[src/rtl/hsc_pkg.sv]
package hsc_pkg;

    typedef enum logic [2:0] {
        ST_IDLE,
        ST_PARAM,
        ST_HDR_HI,
        ST_HDR_LO,
        ST_PIXELS
    } hsc_state_e;

    typedef enum logic [1:0] {
        CMD_NONE,
        CMD_QUERY,
        CMD_START,
        CMD_STOP
    } hsc_cmd_e;

    localparam logic [7:0] CODE_QUERY = 8'h01;
    localparam logic [7:0] CODE_START = 8'h11;
    localparam logic [7:0] CODE_STOP  = 8'h0f;

    localparam logic [7:0] TYPE_GRAY   = 8'hAA;
    localparam logic [7:0] TYPE_RGB565 = 8'hBB;

    localparam int PKT_LEN = 5;

endpackage

[src/rtl/hsc_cmd_decode.sv]
module hsc_cmd_decode
    import hsc_pkg::*;
(
    input  logic       in_valid,
    input  logic [7:0] in_byte,
    output hsc_cmd_e   kind
);
    always_comb begin
        kind = CMD_NONE;
        if (in_valid) begin
            unique case (in_byte)
                CODE_QUERY: kind = CMD_QUERY;
                CODE_START: kind = CMD_START;
                CODE_STOP:  kind = CMD_STOP;
                default:    kind = CMD_NONE;
            endcase
        end
    end
endmodule

[src/rtl/hsc_param_rom.sv]
module hsc_param_rom
    import hsc_pkg::*;
#(
    parameter int IMG_W     = 640,
    parameter int IMG_H     = 480,
    parameter int PIX_BYTES = 2
) (
    input  logic [2:0] idx,
    output logic [7:0] pkt_byte
);
    localparam logic [15:0] W16 = 16'(IMG_W);
    localparam logic [15:0] H16 = 16'(IMG_H);

    logic [7:0] type_code;

    generate
        if (PIX_BYTES == 1) begin : g_gray
            assign type_code = TYPE_GRAY;
        end else begin : g_rgb
            assign type_code = TYPE_RGB565;
        end
    endgenerate

    always_comb begin
        unique case (idx)
            3'd0:    pkt_byte = type_code;
            3'd1:    pkt_byte = W16[15:8];
            3'd2:    pkt_byte = W16[7:0];
            3'd3:    pkt_byte = H16[15:8];
            3'd4:    pkt_byte = H16[7:0];
            default: pkt_byte = 8'h00;
        endcase
    end
endmodule

[src/rtl/hsc_line_tracker.sv]
module hsc_line_tracker #(
    parameter int IMG_H = 480,
    parameter int BPL   = 1280
) (
    input  logic        clk,
    input  logic        rst_n,
    input  logic        clear,
    input  logic        byte_fire,
    output logic        last_byte,
    output logic [15:0] line_num
);
    localparam int BCW = (BPL > 1) ? $clog2(BPL) : 1;
    localparam logic [BCW-1:0] LAST_IDX = BCW'(BPL - 1);
    localparam logic [15:0]    LAST_LINE = 16'(IMG_H - 1);

    logic [BCW-1:0] byte_cnt;

    assign last_byte = (byte_cnt == LAST_IDX);

    always_ff @(posedge clk) begin
        if (!rst_n || clear) begin
            byte_cnt <= '0;
            line_num <= '0;
        end else if (byte_fire) begin
            if (last_byte) begin
                byte_cnt <= '0;
                line_num <= (line_num == LAST_LINE) ? 16'd0 : line_num + 16'd1;
            end else begin
                byte_cnt <= byte_cnt + BCW'(1);
            end
        end
    end

    assert_line_range_R6: assert property (@(posedge clk) disable iff (!rst_n)
        line_num <= LAST_LINE);

    assert_line_wrap_R6: assert property (@(posedge clk) disable iff (!rst_n)
        (byte_fire && last_byte && !clear && line_num == LAST_LINE) |=> line_num == 16'd0);

    assert_byte_range_R5: assert property (@(posedge clk) disable iff (!rst_n)
        byte_cnt <= LAST_IDX);
endmodule

[src/rtl/host_stream_ctrl.sv]
module host_stream_ctrl
    import hsc_pkg::*;
#(
    parameter int IMG_W     = 640,
    parameter int IMG_H     = 480,
    parameter int PIX_BYTES = 2
) (
    input  logic       clk,
    input  logic       rst_n,
    input  logic       cmd_valid,
    input  logic [7:0] cmd_data,
    output logic [7:0] tx_data,
    output logic       tx_valid,
    input  logic       tx_ready,
    input  logic [7:0] pix_data,
    input  logic       pix_valid,
    output logic       pix_ready,
    output logic       stream_start
);
    localparam int BPL = IMG_W * PIX_BYTES;
    localparam logic [2:0] PKT_LAST = 3'(PKT_LEN - 1);

    hsc_state_e state, nstate;
    hsc_cmd_e   kind;
    logic [2:0] param_idx;
    logic       stop_pend;
    logic       stream_q;
    logic [7:0] rom_byte;
    logic [15:0] line_num;
    logic       last_byte;
    logic       tx_fire;
    logic       pix_fire;
    logic       streaming_n;

    hsc_cmd_decode u_dec (
        .in_valid (cmd_valid),
        .in_byte  (cmd_data),
        .kind     (kind)
    );

    hsc_param_rom #(
        .IMG_W     (IMG_W),
        .IMG_H     (IMG_H),
        .PIX_BYTES (PIX_BYTES)
    ) u_rom (
        .idx      (param_idx),
        .pkt_byte (rom_byte)
    );

    hsc_line_tracker #(
        .IMG_H (IMG_H),
        .BPL   (BPL)
    ) u_track (
        .clk       (clk),
        .rst_n     (rst_n),
        .clear     (state == ST_IDLE),
        .byte_fire (pix_fire),
        .last_byte (last_byte),
        .line_num  (line_num)
    );

    assign tx_fire  = tx_valid && tx_ready;
    assign pix_fire = (state == ST_PIXELS) && tx_fire;
    assign streaming_n = (nstate == ST_HDR_HI) || (nstate == ST_HDR_LO) || (nstate == ST_PIXELS);

    // next state
    always_comb begin
        nstate = state;
        unique case (state)
            ST_IDLE: begin
                if (kind == CMD_QUERY)      nstate = ST_PARAM;
                else if (kind == CMD_START) nstate = ST_HDR_HI;
            end
            ST_PARAM: begin
                if (tx_fire && param_idx == PKT_LAST) nstate = ST_IDLE;
            end
            ST_HDR_HI: begin
                if (tx_fire) nstate = ST_HDR_LO;
            end
            ST_HDR_LO: begin
                if (tx_fire) nstate = ST_PIXELS;
            end
            ST_PIXELS: begin
                if (tx_fire && last_byte)
                    nstate = (stop_pend || kind == CMD_STOP) ? ST_IDLE : ST_HDR_HI;
            end
            default: nstate = ST_IDLE;
        endcase
    end

    // state register
    always_ff @(posedge clk) begin
        if (!rst_n) begin
            state     <= ST_IDLE;
            param_idx <= '0;
            stop_pend <= 1'b0;
            stream_q  <= 1'b0;
        end else begin
            state    <= nstate;
            stream_q <= streaming_n;
            if (state == ST_IDLE)
                param_idx <= '0;
            else if (state == ST_PARAM && tx_fire)
                param_idx <= param_idx + 3'd1;
            if (state == ST_IDLE)
                stop_pend <= 1'b0;
            else if (state != ST_PARAM && kind == CMD_STOP)
                stop_pend <= 1'b1;
        end
    end

    // outputs
    always_comb begin
        tx_valid  = 1'b0;
        tx_data   = 8'h00;
        pix_ready = 1'b0;
        unique case (state)
            ST_IDLE: ;
            ST_PARAM: begin
                tx_valid = 1'b1;
                tx_data  = rom_byte;
            end
            ST_HDR_HI: begin
                tx_valid = 1'b1;
                tx_data  = line_num[15:8];
            end
            ST_HDR_LO: begin
                tx_valid = 1'b1;
                tx_data  = line_num[7:0];
            end
            ST_PIXELS: begin
                tx_valid  = pix_valid;
                tx_data   = pix_data;
                pix_ready = tx_ready;
            end
            default: ;
        endcase
    end

    assign stream_start = stream_q;

    assert_pix_gated_R10: assert property (@(posedge clk) disable iff (!rst_n)
        pix_ready |-> stream_start);

    assert_hold_byte_R9: assert property (@(posedge clk) disable iff (!rst_n)
        (tx_valid && !tx_ready && state != ST_PIXELS) |=> (tx_valid && $stable(tx_data)));

    assert_stop_on_line_end_R7: assert property (@(posedge clk) disable iff (!rst_n)
        $fell(stream_start) |-> $past(pix_fire && last_byte));

    assert_pkt_length_R2: assert property (@(posedge clk) disable iff (!rst_n)
        (state == ST_PARAM) |-> (param_idx <= PKT_LAST));

    assert_start_entry_R4: assert property (@(posedge clk) disable iff (!rst_n)
        (state == ST_IDLE && kind == CMD_START) |=> (stream_start && tx_valid));

    assert_idle_quiet_R8: assert property (@(posedge clk) disable iff (!rst_n)
        (state == ST_IDLE && kind == CMD_NONE) |=> !tx_valid);
endmodule

[config.mk]
export PLATFORM = sky130hd
export DESIGN_NAME = host_stream_ctrl
export DESIGN_NICKNAME = d
export VERILOG_FILES = /design/src/rtl/hsc_pkg.sv /design/src/rtl/hsc_cmd_decode.sv /design/src/rtl/hsc_param_rom.sv /design/src/rtl/hsc_line_tracker.sv /design/src/rtl/host_stream_ctrl.sv
export SDC_FILE = /design/constraint.sdc
export NUM_CORES = 1
export LEC_CHECK = 0
export BUFFER_PORTS_ARGS = -buffer_cell sky130_fd_sc_hd__buf_4
export CORE_ASPECT_RATIO = 1.1
export CORE_MARGIN = 8
export CORE_UTILIZATION = 45
export DETAILED_ROUTE_END_ITERATION = 12
export PLACE_DENSITY = 0.72
export SLEW_MARGIN = 40
export SYNTH_ARGS = -nofsm -noshare
export SYNTH_HDL_FRONTEND = slang
export SYNTH_HIERARCHICAL = 1
export SYNTH_SLANG_ARGS = --single-unit
[constraint.sdc]
create_clock -name clk -period 6.5 [get_ports clk]
set_clock_uncertainty 0.05 [all_clocks]
set_input_delay 0 -clock clk [delete_from_list [all_inputs] [get_ports clk]]
set_output_delay 0 -clock clk [all_outputs]
set_load 0.02 [all_outputs]
* After elaboration in Yosys (flattened, before gate mapping)
Index checks and enable logic that the tools add are counted.
** Cells by class
- Add/subtract/negate cells :: 3
- Equality and inequality tests :: 20
- Multiplexer cells :: 16
- Bitwise logic cells :: 1
- Reductions and logical operators :: 16
** Operators with widths (count)
- one-hot mux 8 bit (5 select lines) :: 1
- one-hot mux 8 bit (4 select lines) :: 1
- == test 3 x 2 -> 1 bit (second input constant) :: 6
- two-way mux 3 bit :: 6
- adder 16 x 1 -> 16 bit (second input constant) :: 1
- == test 16 x 9 -> 1 bit (second input constant) :: 1
- two-way mux 16 bit :: 1
- one-hot mux 3 bit (5 select lines) :: 1
- adder 11 x 1 -> 11 bit (second input constant) :: 1
- == test 11 bit (second input constant) :: 1
- two-way mux 11 bit :: 1
- == test 3 bit (second input constant) :: 3
- == test 8 x 1 -> 1 bit (second input constant) :: 1
- == test 8 x 4 -> 1 bit (second input constant) :: 1
- == test 8 x 5 -> 1 bit (second input constant) :: 1
- == test 3 x 1 -> 1 bit (second input constant) :: 2
- logical AND 1 bit :: 6
- zero test 3 bit :: 2
- one-hot mux 2 bit (3 select lines) :: 1
- == test 2 bit (second input constant) :: 2
- logical OR 1 bit :: 4
- two-way mux 2 bit :: 2
- adder 3 x 1 -> 3 bit (second input constant) :: 1
- != test 3 x 1 -> 1 bit (second input constant) :: 1
- other kinds (8) :: 8
** Storage, ports and cells
- Register bits after elaboration :: 35
- Input bits :: 21
- Logic and storage cells :: 62

* Logic depth before layout (Yosys ltp)
- Depth in word-level cells :: 11
- Depth in mapped cells :: 9

* Modules after synthesis
Netlist, hierarchy kept.
** Modules (own cells, without submodules)
- hsc_line_tracker :: times used 1, cells each 156, area each 1390.1 µm²
- host_stream_ctrl :: times used 1, cells each 90, area each 720.7 µm²
- hsc_cmd_decode :: times used 1, cells each 8, area each 72.6 µm²
- hsc_param_rom :: times used 1, cells each 10, area each 55.1 µm²

* Least setup slack after synthesis
OpenSTA, ideal clock, no wires.
- Path kind :: register to register
- From :: register state[1]
- To :: register u_track.line_num[3]
- Library setup time :: 0.117 ns
- Arrival :: 1.987 ns
- Data required time :: 6.333 ns
- Setup slack :: 4.346 ns
- Stages on the path, launching flop included :: 8
- Clock period less this slack :: 2.154 ns
- Cells stage by stage :: dfxtp_1 buf_4 nor3b_2 and3_1 nand4_1 o31ai_2 o21ai_0 a22o_1
** Between the ends
- Word-level cells in the longest chain between the ends :: 6
- Elaborated cells on any way between the ends :: 11
- Those cells by class :: eq/ne: 4; mux: 1; reduce/logical: 6
** RTL lines
- start: declaration :: RTL line host_stream_ctrl.sv:23 : hsc_state_e state, nstate;
- start signal: assignment :: RTL line host_stream_ctrl.sv:99 : state <= nstate;
- == test 3 x 1 -> 1 bit / == test 3 x 2 -> 1 bit (equally long branches) :: RTL line host_stream_ctrl.sv:117 : unique case (state)
- OR reduction 3 bit (no line)
- one-hot mux 1 bit (2 select lines) :: RTL line host_stream_ctrl.sv:117
- logical AND 1 bit :: RTL line host_stream_ctrl.sv:62 : assign tx_fire = tx_valid && tx_ready;
- logical AND 1 bit * :: RTL line host_stream_ctrl.sv:63 : assign pix_fire = (state == ST_PIXELS) && tx_fire;
- net pix_fire :: RTL line host_stream_ctrl.sv:32 : logic pix_fire;
- AND reduction 2 bit (no line) *
- end signal: assignment :: RTL line hsc_line_tracker.sv:27 : line_num <= (line_num == LAST_LINE) ? 16'd0 : line_num + 16'd1;
- end: declaration :: RTL line hsc_line_tracker.sv:10 : output logic [15:0] line_num
Mark *: on every way through the listed nets, which the timed path passes. The rest lies on a longest branch.
A chain may end at the register's enable or synchronous reset.

* Final worst setup path
- From :: register state[0]
- To :: register u_track.line_num[6]
The elaborated chain is that of the path after synthesis.

==> key figures <==
Timing
  • Maximum clock frequency: 362 MHz
  • Final worst-path setup slack: 3740 ps
  • Worst-Margin Slew: 760 ps
  • Worst hold slack: roughly 17 ps
  • Hold Vio Cnt, Final: 0
  • RSZ-0062 raised after global routing: no
  • Count of final setup violators: 0
  • Post-route clock period utilization: 42.5%
  • Final Slew Violations: 0
  • Final min period: 2760 ps
  • Sum of negative setup slack: 0 ps
  • Slew headroom: 49.2%

Power
  • Leakage: around 0.9 nW
  • Switching pwr: around 0.084 mW
  • Sequential Power Share: 52.8%
  • Clock network fraction of design power: 42.5%
  • Total chip power: 0.407 mW
  • Combinational Power Share: ~4.7%
  • Pint: 0.323 mW
  • Maximum VDD drop: 0.000100 V
  • Pwr dens: ~160 nW/um2
  • Switching Share: 20.7%

Route
  • Initial DRC Count: 81
  • Met2 Wirelength: 2520 um
  • WL met1: 2440 um
  • Routed wl met3: between 300 and 400 um
  • Top Layer Used: met4
  • DR pass1 iterations: 4
  • Routed WL per cell: 15.3 um
  • # DRC: 0
  • Via density: roughly 5.9
  • Aggregate routed wire length: 5360 um
  • ANT nets after route: 0
  • DR vias: 2060

Layout
  • Nets: 317
  • Leading cell type in the layout, fill and taps excluded: dfxtp_1
  • Util after Layout: around 53%
  • Layout area overhead: 15.2%
  • Inserted Diodes: 0
  • Share of cells above drive strength 1: ~16%
  • Most frequent cells in the layout: dfxtp_1 (35), buf_4 (31), nor2_1 (20)

Clock tree
  • CTS buffer count: 5
  • TritonCTS clock tree: yes
  • CTS root buf: clkbuf_8
  • Clk sinks: 35
  • Number of gates resized after cts: 0
  • CTS H-Tree Depth: 2
  • Worst-Skew Late Latency: ~290 ps
  • Clk pin slew, worst setup/hold paths: 70 ps
  • CTS max path bufs: 2

Run
  • Max-capacitance violation count: 0

Synthesis
  • Largest family of logic cells by synthesized area: simple AND/OR/NAND/NOR gates
  • Complex-gate fraction of the synthesized area: 20.6%
  • Post-synthesis mux area share: 4.02%
  • Share of synthesized registers carrying an async set or reset: 0%
  • Gate Count Post-Synth: 264
  • Post-synthesis sequential area ratio: 31.3%
  • Synthesized area per cell: 8.48 um2
  • Post-synthesis simple-gate area fraction: between 20 and 30%
  • Mapped Area: between 2000 and 2500 um2
  • Synth Warn #: 6
  • Adder-cell share of the synthesized area: 2.24%
  • Top FF cell, synth: dfxtp_1
  • Post-synth EDFFs: 0
  • Synth Area in XOR/XNOR: 7.04%
  • Number of distinct library cells after synthesis: between 50 and 60
  • Syn_nets: between 200 and 300
  • Flip-flop and latch count after synthesis: 35

Critical path
  • WS Path Type: reg -> reg
  • Worst setup SP type: flop
  • CP endpoint kind: flop
  • CP Max Fanout: 21
  • Reg2Reg Setup Slack: 3740 ps
  • Arr. time, crit path: 2890 ps
  • Critical Path RT: 6630 ps

Floorplan
  • Die height: 90.0 um
  • Cell row count: 27
  • Die area: around 7500 um2
  • Initial core utilization: a little under half
  • CORE AREA: 4900 um2
  • # IOs: 32
  • Horizontal die dimension: 83.2 um

GRT
  • Initial antenna violation count: 0
  • Vias in the first global route: 1975
  • Global route overflow: 0
  • Total track usage: 14.0%
  • Largest net degree at the start of global routing: 22
  • First-pass GRT wire length: about 9000 um

Min path
  • HP Class: in -> reg

Place
  • Port bufs: 31
  • Placer Congestion: 0.844
  • DPL Wire Length: between 3000 and 4000 um
  • DP Worst Slack: about 3800 ps

Run status
  • Status: finished, final reports clean
==> timing repair <==
| item | CTS | global route |
|---|---|---|
| hold endpoints to repair | 3 | 0 |
| setup buffers | 0 | 0 |
| hold buffers | 2 | 0 |
==> path summary, 6_finish.rpt <==
| check | start | end | depth (start not counted) |
|---|---|---|---|
| setup / recovery | state[0]$_SDFF_PN0_ | u_track/line_num[6]$_SDFFE_PP0P_ | 6 |
| hold / removal | cmd_data[4] | stop_pend$_SDFFE_PP0P_ | 4 |
| setup reg to reg | state[0]$_SDFF_PN0_ | u_track/line_num[6]$_SDFFE_PP0P_ | 6 |
| hold reg to reg | stop_pend$_SDFFE_PP0P_ | stop_pend$_SDFFE_PP0P_ | 2 |
==> registers in the layout (all words and copies together) (netlist names) <==
signal / cells
stop_pend: 1
state: 3
u_track/line_num: 16
param_idx: 3
stream_start: 1
u_track/byte_cnt: 11
==> area by class of cell <==
cell class / count / area, um2
fill: 479 / 2320
inverter: 9 / 33.8
sequential: 35 / 701
clock buffer: 8 / 100
timing repair buffer: 33 / 253
tap: 58 / 72.6
multi-input combinational: 208 / 1420
==> critical path, stage by stage, from the launching register on <==
cell	delay, ps
dfxtp_1	550
nor3b_2	390
and3_1	330
nand4_1	220
o31ai_2	610
o21ai_0	220
a22o_1	270
==> kinds of logic after synthesis <==
group                      count (synthesis)
AOI/OAI and AO/OA                         62
xor gates and xnor gates                  18
adders and majority gates                  4
buffers and inverters                     21
DFF                                       35
muxes                                      9
other                                      1
and+or+nand+nor                          114
==> per-layer routing <==
layer | GRT usage [%] | vias up
met5 | 0 | -
met4 | 5.28 | 0
met3 | 3.88 | 6
met2 | 23.4 | 58
met1 | 16.5 | 952
li1 | - | 1044
==> per-stage QoR <==
stage                     cell area (um2)  std cells
after floorplan                      2240        264
after global placement               2460        341
after detailed placement             2460        341
after CTS                            2580        351
after global routing                 2580        351
final                                2580        351
==> synthesized netlist by cell type, types with 2 or more instances <==
| master | n | area share [%] |
|---|---|---|
| nor4_1 | 7 | 2.0 |
| nand4_1 | 9 | 2.5 |
| a21oi_1 | 11 | 2.5 |
| buf_4 | 4 | 1.3 |
| o211ai_1 | 4 | 1.3 |
| and4_1 | 2 | 0.78 |
| or3_1 | 3 | 0.84 |
| nor2b_1 | 8 | 2.2 |
| inv_1 | 9 | 1.5 |
| a22o_1 | 11 | 4.3 |
| o22ai_1 | 9 | 2.5 |
| ha_1 | 4 | 2.2 |
| o21ai_0 | 7 | 1.6 |
| o31ai_1 | 2 | 0.67 |
| mux2i_1 | 9 | 4.0 |
| nand3_1 | 14 | 3.1 |
| dfxtp_1 | 35 | 31 |
| xor2_1 | 11 | 4.3 |
| nor3_1 | 8 | 1.8 |
| xnor2_1 | 7 | 2.7 |
| and2_1 | 3 | 0.84 |
| and3_1 | 4 | 1.1 |
| nor2_1 | 20 | 3.4 |
| nand2b_1 | 8 | 2.2 |
| a22oi_1 | 8 | 2.7 |
| nand2_1 | 13 | 2.2 |
| nor3b_1 | 2 | 0.67 |
| buf_6 | 3 | 1.5 |
| buf_2 | 2 | 0.45 |
| nand4b_1 | 2 | 0.78 |
| clkbuf_1 | 3 | 0.50 |
==> power by group through the flow <==
stage	clock, mW	sequential (mW)	combinational, mW
6_report	0.173	0.215	0.0193
4_1_cts	0.179	0.215	0.0194
3_5_place_dp	0	0.220	0.0183
5_1_grt	0.188	0.215	0.0210
2_1_floorplan	0	0.219	0.00739
3_3_place_gp	0	0.220	0.0181
Power figures use the tool's default switching activity.
